**config.mk**
```make
export PLATFORM = sky130hd
export DESIGN_NAME = tmr_prescaler
export DESIGN_NICKNAME = d
export VERILOG_FILES = /design/src/rtl/tmr_prescaler_pkg.sv /design/src/rtl/tmr_prescaler_src_mux.sv /design/src/rtl/tmr_prescaler_clr_ctl.sv /design/src/rtl/tmr_prescaler_counter.sv /design/src/rtl/tmr_prescaler_tap_sel.sv /design/src/rtl/tmr_prescaler.sv
export SDC_FILE = /design/constraint.sdc
export NUM_CORES = 1
export LEC_CHECK = 0
export BUFFER_PORTS_ARGS = -buffer_cell sky130_fd_sc_hd__buf_4
export CAP_MARGIN = 20
export CORE_MARGIN = 3
export CORE_UTILIZATION = 37
export DETAILED_ROUTE_END_ITERATION = 7
export MAX_ROUTING_LAYER = met4
export PLACE_DENSITY = 0.66
export SYNTH_ARGS = -nofsm -noshare
export SYNTH_HDL_FRONTEND = slang
export SYNTH_SLANG_ARGS = --single-unit
```
**constraint.sdc**
```tcl
create_clock -name clk -period 2.7 [get_ports clk]
set_clock_uncertainty 0.15 [all_clocks]
set_input_delay 0.135 -clock clk [delete_from_list [all_inputs] [get_ports clk]]
set_output_delay 0.135 -clock clk [all_outputs]
set_load 0.005 [all_outputs]
```
**src/rtl/tmr_prescaler_pkg.sv**
```systemverilog
package tmr_prescaler_pkg;

  // Number of low counter bits that must be all ones for a given select code.
  // Codes 0 and 1 have no tap and return 0.
  function automatic int tap_shift(input int code);
    case (code)
      2:       tap_shift = 3;
      3:       tap_shift = 5;
      4:       tap_shift = 6;
      5:       tap_shift = 7;
      6:       tap_shift = 8;
      7:       tap_shift = 10;
      default: tap_shift = 0;
    endcase
  endfunction

  typedef enum logic [2:0] {
    SEL_STOP  = 3'd0,
    SEL_UNDIV = 3'd1
  } sel_code_e;

endpackage

```
**src/rtl/tmr_prescaler_src_mux.sv**
```systemverilog
module tmr_prescaler_src_mux (
  input  logic sys_tick_i,
  input  logic ext_tick_i,
  input  logic async_sel_i,
  output logic base_tick_o
);
  // Both sources are tick enables in the same clock domain.
  always_comb begin
    base_tick_o = async_sel_i ? ext_tick_i : sys_tick_i;
  end
endmodule

```
**src/rtl/tmr_prescaler_clr_ctl.sv**
```systemverilog
module tmr_prescaler_clr_ctl (
  input  logic clk,
  input  logic rst_n,
  input  logic base_tick_i,
  input  logic async_sel_i,
  input  logic wr_i,
  input  logic wdata_i,
  output logic clr_o,
  output logic rdata_o
);
  logic pend_q;
  logic pend_eff;

  always_comb begin
    // A write of zero leaves the pending state alone.
    pend_eff = pend_q | (wr_i & wdata_i);
    if (async_sel_i) begin
      clr_o = pend_eff & base_tick_i;
    end else begin
      clr_o = pend_eff;
    end
    rdata_o = pend_q & async_sel_i;
  end

  always_ff @(posedge clk or negedge rst_n) begin
    if (!rst_n) begin
      pend_q <= 1'b0;
    end else if (async_sel_i) begin
      pend_q <= pend_eff & ~base_tick_i;
    end else begin
      pend_q <= 1'b0;
    end
  end
endmodule

```
**src/rtl/tmr_prescaler_counter.sv**
```systemverilog
module tmr_prescaler_counter #(
  parameter int CNT_W = 10
) (
  input  logic             clk,
  input  logic             rst_n,
  input  logic             inc_i,
  input  logic             clr_i,
  output logic [CNT_W-1:0] cnt_o
);
  logic [CNT_W-1:0] cnt_q;

  always_ff @(posedge clk or negedge rst_n) begin
    if (!rst_n) begin
      cnt_q <= '0;
    end else if (clr_i) begin
      cnt_q <= '0;
    end else if (inc_i) begin
      cnt_q <= cnt_q + 1'b1;
    end
  end

  assign cnt_o = cnt_q;
endmodule

```
**src/rtl/tmr_prescaler_tap_sel.sv**
```systemverilog
module tmr_prescaler_tap_sel
  import tmr_prescaler_pkg::*;
#(
  parameter int CNT_W = 10,
  parameter int SEL_W = 3
) (
  input  logic [CNT_W-1:0] cnt_i,
  input  logic [SEL_W-1:0] sel_i,
  input  logic             base_tick_i,
  input  logic             clr_i,
  output logic             tick_o
);
  localparam int NCODE = 1 << SEL_W;

  logic [NCODE-1:0] wrap;

  for (genvar g = 0; g < NCODE; g++) begin : g_tap
    localparam int SH = tap_shift(g);
    if (SH > 0 && SH <= CNT_W) begin : g_div
      assign wrap[g] = &cnt_i[SH-1:0];
    end else begin : g_none
      assign wrap[g] = 1'b0;
    end
  end

  always_comb begin
    if (sel_i == SEL_UNDIV) begin
      tick_o = base_tick_i;
    end else begin
      // Divided taps are held back in a clearing cycle.
      tick_o = base_tick_i & wrap[sel_i] & ~clr_i;
    end
  end
endmodule

```
**src/rtl/tmr_prescaler.sv**
```systemverilog
module tmr_prescaler #(
  parameter int CNT_W = 10,
  parameter int SEL_W = 3
) (
  input  logic             clk,
  input  logic             rst_n,
  input  logic             sys_tick_i,
  input  logic             ext_tick_i,
  input  logic             async_sel_i,
  input  logic [SEL_W-1:0] clk_sel_i,
  input  logic             prs_wr_i,
  input  logic             prs_wdata_i,
  output logic             prs_rdata_o,
  output logic             tick_o
);
  logic             base_tick;
  logic             clr;
  logic [CNT_W-1:0] cnt;

  tmr_prescaler_src_mux u_src (
    .sys_tick_i  (sys_tick_i),
    .ext_tick_i  (ext_tick_i),
    .async_sel_i (async_sel_i),
    .base_tick_o (base_tick)
  );

  tmr_prescaler_clr_ctl u_clr (
    .clk         (clk),
    .rst_n       (rst_n),
    .base_tick_i (base_tick),
    .async_sel_i (async_sel_i),
    .wr_i        (prs_wr_i),
    .wdata_i     (prs_wdata_i),
    .clr_o       (clr),
    .rdata_o     (prs_rdata_o)
  );

  tmr_prescaler_counter #(.CNT_W(CNT_W)) u_cnt (
    .clk   (clk),
    .rst_n (rst_n),
    .inc_i (base_tick),
    .clr_i (clr),
    .cnt_o (cnt)
  );

  tmr_prescaler_tap_sel #(.CNT_W(CNT_W), .SEL_W(SEL_W)) u_tap (
    .cnt_i       (cnt),
    .sel_i       (clk_sel_i),
    .base_tick_i (base_tick),
    .clr_i       (clr),
    .tick_o      (tick_o)
  );
endmodule

```
After elaboration in Yosys (flattened, before gate mapping) --
Cells that the tools add are included.
Operators by class: add/sub/neg operators 1, multiply operators 0, divide/modulo/power cells 0, order comparisons 1, equality and inequality tests 1, shift-type cells 0, multiplexer cells 8, bitwise gates (word level) 9, reductions and logical operators 7
Operators with widths (count):
- two-way mux 10 bit | 2
- adder 10 x 1 -> 10 bit, second input constant | 1
- AND reduction 10 bit | 1
- AND reduction 8 bit | 1
- AND reduction 7 bit | 1
- bitwise AND 1 bit | 6
- AND reduction 6 bit | 1
- two-way mux 1 bit | 5
- AND reduction 5 bit | 1
- less-than comparator 3 x 4 -> 1 bit, second input constant | 1
- binary-select mux 1 bit (select 3 bit) | 1
- equality test 3 x 1 -> 1 bit, second input constant | 1
- AND reduction 3 bit | 1
- inverter 1 bit | 2
- nonzero test 2 bit | 1
- bitwise OR 1 bit | 1
Storage, ports and cells: register bits 11, bits in latches 0, memory bits (writable) 0, ROM bits 0, output and inout port bits 2, memories 0

Longest topological paths before layout --
Gate-level depths: netlist of run 1.
depth after elaboration 7, depth in mapped cells 6

Cells and area by module --
Synthesis of run 1 repeated with hierarchy kept, for this count alone.
Unflattened totals: cells, all modules 67, area total of the unflattened synthesis 655.6 um^2
By module, submodules not included:
- tmr_prescaler_counter | instances 1, cells an instance 47, area an instance 495.5 um^2
- tmr_prescaler_tap_sel | instances 1, cells an instance 13, area an instance 83.8 um^2
- tmr_prescaler_clr_ctl | instances 1, cells an instance 6, area an instance 61.3 um^2
- tmr_prescaler_src_mux | instances 1, cells an instance 1, area an instance 15.0 um^2

Worst setup path before layout of run 1 --
OpenSTA, ideal clock, no wires.
path kind reg2out, start reg u_cnt.cnt_q[0], in the netlist u_cnt.cnt_o[0], end out tick_o, arrival time 1427 ps, setup slack 988 ps, stages on the path, launching flop included 6, path through dfrtp_1 ha_1 and3_1 or3b_1 a211oi_1 o22a_1
Between the ends: cells in the longest elaborated chain, start to end 6
RTL lines:
- start, declared | line tmr_prescaler_counter.sv:10 | logic [CNT_W-1:0] cnt_q;
- start signal, assigned | line tmr_prescaler_counter.sv:18 | cnt_q <= cnt_q + 1'b1;
- AND reduction 10 bit, or another cell as far along | line tmr_prescaler_tap_sel.sv:20 | assign wrap[g] = &cnt_i[SH-1:0];
- binary-select mux 1 bit (select 3 bit) * | line tmr_prescaler_tap_sel.sv:31 | tick_o = base_tick_i & wrap[sel_i] & ~clr_i;
- two-way mux 1 bit (implied by the code) * | line tmr_prescaler_tap_sel.sv:31
- bitwise AND 1 bit * (2 in series) | line tmr_prescaler_tap_sel.sv:31
- two-way mux 1 bit * | line tmr_prescaler_tap_sel.sv:27 | if (sel_i == SEL_UNDIV) begin
- end, declared | line tmr_prescaler.sv:14 | output logic tick_o
Every way passes the cells marked *; elsewhere a longest branch is shown, timed or not. The select of a mux whose other input is x is not followed.

Final worst setup path of run 1 --
Same ends and word-level chain as after synthesis.

==> impl_metrics.tcl, run 1 <==
set metrics [dict create \
    worst_hold_slack_ns 0.0750 \
    power_density_nw_per_um2 507 \
    cts_resized 0 \
    drt_iter0_markers 10 \
    wl_mm 1.20 \
    power_uw 408 \
    met1Wirelength_um 592 \
    dr_wl_met2_um 466 \
    antenna_found_initial 0 \
    drc 0 \
    min_period_over_period_pct 82.0 \
    crit_required_ns 2.41 \
    hp-class "primary input to asynchronous set/reset pin" \
    synth_edf_count 0 \
    start_util_pct 41.1 \
    synth_seq_cells 11 \
    slowest_stage "dfrtp_1" \
    fin_area_um2 805 \
    cts_tree "yes" \
    area_delta_synth_final_pct 25.6 \
    path_max_fanout 4 \
    grt_max_degree 12 \
    postCtsSetupBuffers 0 \
    path_clk_slew_ns 0.07 \
    yosysTopAreaCellShare_pct 43.0 \
    multi_input_area_um2 347 \
    ff_latch_area_um2 275 \
    layout_common_cells "buf_4, nor2_1, dfrtp_1, a21oi_1, mux2i_1" \
    hold_violations 0 \
    syn_inst 66 \
    setup_violations 0 \
    maxCapViolations 0 \
    drt-wirelength-per-cell_um 12.0 \
    grt_use_total_pct 13.4 \
    dieArea_um2 2270 \
    dr_wl_met3_um 107 \
    grt_pass1_wl_mm 1.93 \
    port_buffers 11 \
    diodes 0 \
    num_vias 525 \
    htreeDepth 1 \
    clock.fmax_mhz 452 \
    leakage_nw 0.390 \
    layout_commonest_cell "buf_4" \
    drtAntennaViolNets 0 \
    grt.overflow.total 0 \
    yosysTopAreaCell "dfrtp_1" \
    cp.arrival_ns 1.93 \
    rsz0062_at_grt "false" \
    ys_seq_area_share_pct 43.0 \
    clock-sinks 11 \
    worst_slew_pin_slew_ns 0.619 \
    fill_cells 152 \
    ys.flop_type "dfrtp_1" \
    placed_area_um2 747 \
    setup-tns-final_ns 0 \
    drive_gt1_share_pct 22.6 \
    nets 98 \
    ctsHoldBuffers 3 \
    grt_pass1_vias 465 \
    synth_area_leaders "dfrtp_1, nor2_1, mux2i_1" \
    fp-row-count 14 \
    boundaryPins 12 \
    min_period_ns 2.21 \
    drv_slew 0 \
    top_layer "met4" \
    cts_buffers 3 \
    critPathMaxStageDelay_ns 0.41 \
    post-place-cells 93 \
    status "complete, no violations" \
    dr.pass1.iters 4 \
    core_area_um2 1560 \
    drt-vias-per-instance 5.25 \
    max-slew-margin-rel_pct 57.6 \
    ys_warn_count 0 \
    crit_path_end_kind "output port" \
    cts-root-buf "clkbuf_4" \
    worstPathCellList "ha_1 -> and3_1 -> or3b_1 -> a211oi_1 -> o22a_1 -> buf_4" \
    async_reset_ff_share_pct 100 \
    clk_latency_ns 0.27 \
    critPathKind "flip-flop to output port" \
    worst_slack_ns 0.486 \
    final_util_pct 51.6 \
    chipHeight_um 47.6 \
    avgSynthCellArea_um2 9.71 \
    clockBufferDepth 2 \
    synthesis.area_um2 641 \
    startpoint_type "flip-flop" \
    syn_nets 79 \
    irDropWorstVdd_mv 0.289 \
    pre_cts_slack_ns 0.773 \
    synth_cell_types 26 \
    fin_cells 100 \
    gp_congestion 0.785 \
    die_x_um 47.6 \
]
-- flip-flops by register name, indices dropped and copies added (netlist names) --
signal	flops
u_cnt.cnt_o	10
u_clr.pend_q	1
-- area by class of cell --
type | instances | share of cell area (%)
Inverter | 2 | 0.933
Multi-Input combinational cell | 51 | 43.1
Sequential cell | 11 | 34.2
Clock inverter | 1 | 0.622
Timing Repair Buffer | 16 | 15.9
Clock buffer | 3 | 2.80
Tap cell | 16 | 2.49
-- per-layer routing --
layer	vias up	global-route usage (%)
met3	4	6.77
met5	-	-
li1	268	-
met4	0	6.45
met1	239	16.9
met2	14	17.6
-- cell usage after synthesis, types with 2 or more instances --
library cell  number
nor2_1            12
dfrtp_1           11
a21oi_1            4
mux2i_1            4
ha_1               3
nand2_1            3
xnor2_1            3
xor2_1             3
and2_1             2
inv_1              2
nand3_1            2
nor3b_1            2
o21ai_0            2
-- worst paths after layout --
check / slack (ns) / from / cells past startpoint / to
worst min register to register: 0.40 / u_cnt.cnt_o[9] / 2 / u_cnt.cnt_o[9]
min in group clk: 0.18 / async_sel_i / 4 / u_cnt.cnt_o[9]
max in group asynchronous: 2.18 / rst_n / 2 / u_cnt.cnt_o[1]
worst max register to register: 0.98 / u_cnt.cnt_o[0] / 5 / u_cnt.cnt_o[8]
worst max-delay path: 0.49 / u_cnt.cnt_o[0] / 6 / tick_o
worst min-delay path: 0.08 / rst_n / 2 / u_cnt.cnt_o[6]
-- report_power, final --
part / internal (mW) / switching [mW] / leakage [nW] / total, mW
Clock: 0.0550 / 0.0601 / 0.0177 / 0.115
Combinational: 0.0429 / 0.0400 / 0.222 / 0.0828
Sequential: 0.186 / 0.0236 / 0.150 / 0.210
-- logic make-up after synthesis --
kind of cell | Yosys count | share of synthesized area [%]
and+or+nand+nor | 29 | 25.6
muxes | 4 | 6.25
AOI/OAI and AO/OA | 9 | 8.20
adders and majority gates | 3 | 5.86
xor gates and xnor gates | 6 | 8.20
buffers and inverters | 4 | 2.93
DFF | 11 | 43.0
-- worst max-delay path: cells and delay by family, from the launching register on --
kind                     cells  cell delay (ns)
buffers and inverters        1             0.10
AO/OA/AOI/OAI                2             0.36
adder cells (fa/ha/maj)      1             0.20
flip-flops                   1             0.41
AND/OR/NAND/NOR              2             0.58
Power figures use the tool's default switching activity.
==> run 2: changes to the inputs <==
--- a/config.mk
+++ b/config.mk
@@ -11,7 +11,7 @@
 export CORE_UTILIZATION = 37
 export DETAILED_ROUTE_END_ITERATION = 7
 export MAX_ROUTING_LAYER = met4
-export PLACE_DENSITY = 0.66
+export PLACE_DENSITY = 0.68
 export SYNTH_ARGS = -nofsm -noshare
 export SYNTH_HDL_FRONTEND = slang
 export SYNTH_SLANG_ARGS = --single-unit
==> constraint.sdc (replaced) <==
create_clock -name clk -period 2 [get_ports clk]
set_clock_uncertainty 0.15 [all_clocks]
set_input_delay 0.1 -clock clk [delete_from_list [all_inputs] [get_ports clk]]
set_output_delay 0.1 -clock clk [all_outputs]
set_load 0.005 [all_outputs]
==> impl_metrics.tcl, run 2 (synthesized netlist as in run 1, its figures left out) <==
set metrics [dict create \
    use_met1_pct 17.7 \
    worstPathCellList "ha_2 -> and3_4 -> or3b_4 -> a211oi_2 -> o22a_1 -> buf_4" \
    grt.overflow.total 0 \
    power.internal_uw 417 \
    dr.pass1.iters 4 \
    hold_violations 0 \
    maxCapViolations 0 \
    setup_violations 1 \
    crit_required_ns 1.75 \
    drtAntennaViolNets 0 \
    nets 100 \
    htreeDepth 1 \
    core_area_um2 1560 \
    clk_latency_ns 0.27 \
    path_clk_slew_ns 0.08 \
    slowest_stage "or3b_4" \
    chipHeight_um 47.6 \
    grt_pass1_vias 526 \
    die_x_um 47.6 \
    cts_buffers 3 \
    layout_common_cells "buf_4, nor2_1, dfrtp_1, mux2i_1" \
    drive_gt1_share_pct 29.1 \
    drc 0 \
    worst_slew_pin_slew_ns 0.486 \
    violations "setup timing" \
    startpoint_type "flip-flop" \
    drt-vias-per-instance 5.36 \
    cts_tree "yes" \
    area_delta_synth_final_pct 30.7 \
    min_period_ns 2.04 \
    antenna_found_initial 0 \
    fill_cells 149 \
    cp.arrival_ns 1.79 \
    drt-wirelength-per-cell_um 13.0 \
    power_density_nw_per_um2 715 \
    drv_slew 0 \
    path_max_fanout 3 \
    grt_pass1_wl_mm 2.24 \
    fp-row-count 14 \
    p_clk_share_pct 25.5 \
    clock.fmax_mhz 491 \
    boundaryPins 12 \
    swShare_pct 30.3 \
    busiest_layer "met2" \
    cts-root-buf "clkbuf_4" \
    critPathMaxStageDelay_ns 0.38 \
    crit_path_end_kind "output port" \
    placed_area_um2 739 \
    fin_area_um2 837 \
    max-slew-margin-rel_pct 67.6 \
    rsz0062_at_grt "true" \
    start_util_pct 41.1 \
    leakage_nw 0.395 \
    largest_register_ffs 10 \
    min_period_over_period_pct 102 \
    grtUsageMet2_pct 22.7 \
    clockBufferDepth 2 \
    hp-class "primary input to asynchronous set/reset pin" \
    grtUsageMet3_pct 5.64 \
    worst_hold_slack_ns 0.0350 \
    critPathKind "flip-flop to output port" \
    grt_max_degree 12 \
    num_vias 547 \
    irDropWorstVdd_mv 0.397 \
    drt_iter0_markers 14 \
    port_buffers 11 \
    layout_commonest_cell "buf_4" \
    p_comb_share_pct 27.9 \
    grt_use_total_pct 14.8 \
    worst_slack_ns -0.0387 \
    status "finished, violations left" \
    switching_power_uw 181 \
    dieArea_um2 2270 \
    seqPwrFrac_pct 46.6 \
    hpwl_um 895 \
    gp_congestion 0.786 \
    clock-sinks 11 \
    diodes 0 \
    wl_mm 1.33 \
]
[run 2: layout make-up]
class                      count  area [µm²]  area share (%)
inverter                       2        7.51           0.897
multi-input combinational     51         365            43.6
tap                           16        20.0            2.39
clock buffer                   4        26.3            3.14
sequential                    11         275            32.9
timing repair buffer          18         143            17.0
[run 2: worst paths after layout]
check                                from              to  slack, ns  cells past startpoint
setup / recovery           u_cnt.cnt_o[0]          tick_o      -0.04                      6
hold / removal                      rst_n  u_cnt.cnt_o[7]       0.04                      2
setup reg to reg           u_cnt.cnt_o[0]  u_cnt.cnt_o[8]       0.36                      5
hold reg to reg            u_cnt.cnt_o[5]  u_cnt.cnt_o[5]       0.41                      2
max in group asynchronous           rst_n  u_cnt.cnt_o[5]       1.50                      2
min in group clk              async_sel_i  u_cnt.cnt_o[7]       0.07                      3
[run 2: per-layer routing]
metal / share of wire, % / vias to the layer above
met2: 43 / 19
li1: - / 273
met5: 0 / -
met4: 2.7 / 0
met1: 47 / 249
met3: 7.1 / 6
[run 2: power groups by stage]
stage               clock, mW  sequential [mW]  combinational, mW
floorplan                   0            0.281             0.0709
global placement            0            0.285              0.106
detailed placement          0            0.289              0.111
CTS                     0.162            0.276              0.151
global route            0.173            0.284              0.190
finish                  0.153            0.279              0.167
[run 2: critical path: cells and delay by family, from the launching register on]
kind	cells	cell delay, ns
compound gates	2	0.31
fa+ha+maj	1	0.18
buf+inv	1	0.10
flops	1	0.37
simple gates	2	0.56
[run 2: what timing repair did]
action,in CTS,in global routing
pin swaps,1,0
hold endpoints to repair,12,0
cloned,0,0
endpoints found under the setup margin,1,1
resized for setup,4,1
hold buffers,3,0
setup buffers,2,1
[run 2: through the flow]
stage	worst slack [ns]	utilization [%]	TNS [ns]	instances	power, mW
after CTS	-0.0339	53.0	-0.0339	101	0.589
after global routing	-0.143	53.7	-0.143	102	0.647
after floorplan	0.323	-	0	66	0.352
final	-0.0387	53.7	-0.0387	102	0.599
after global placement	0.185	47.4	0	92	0.391
after detailed placement	0.169	47.4	0	92	0.400
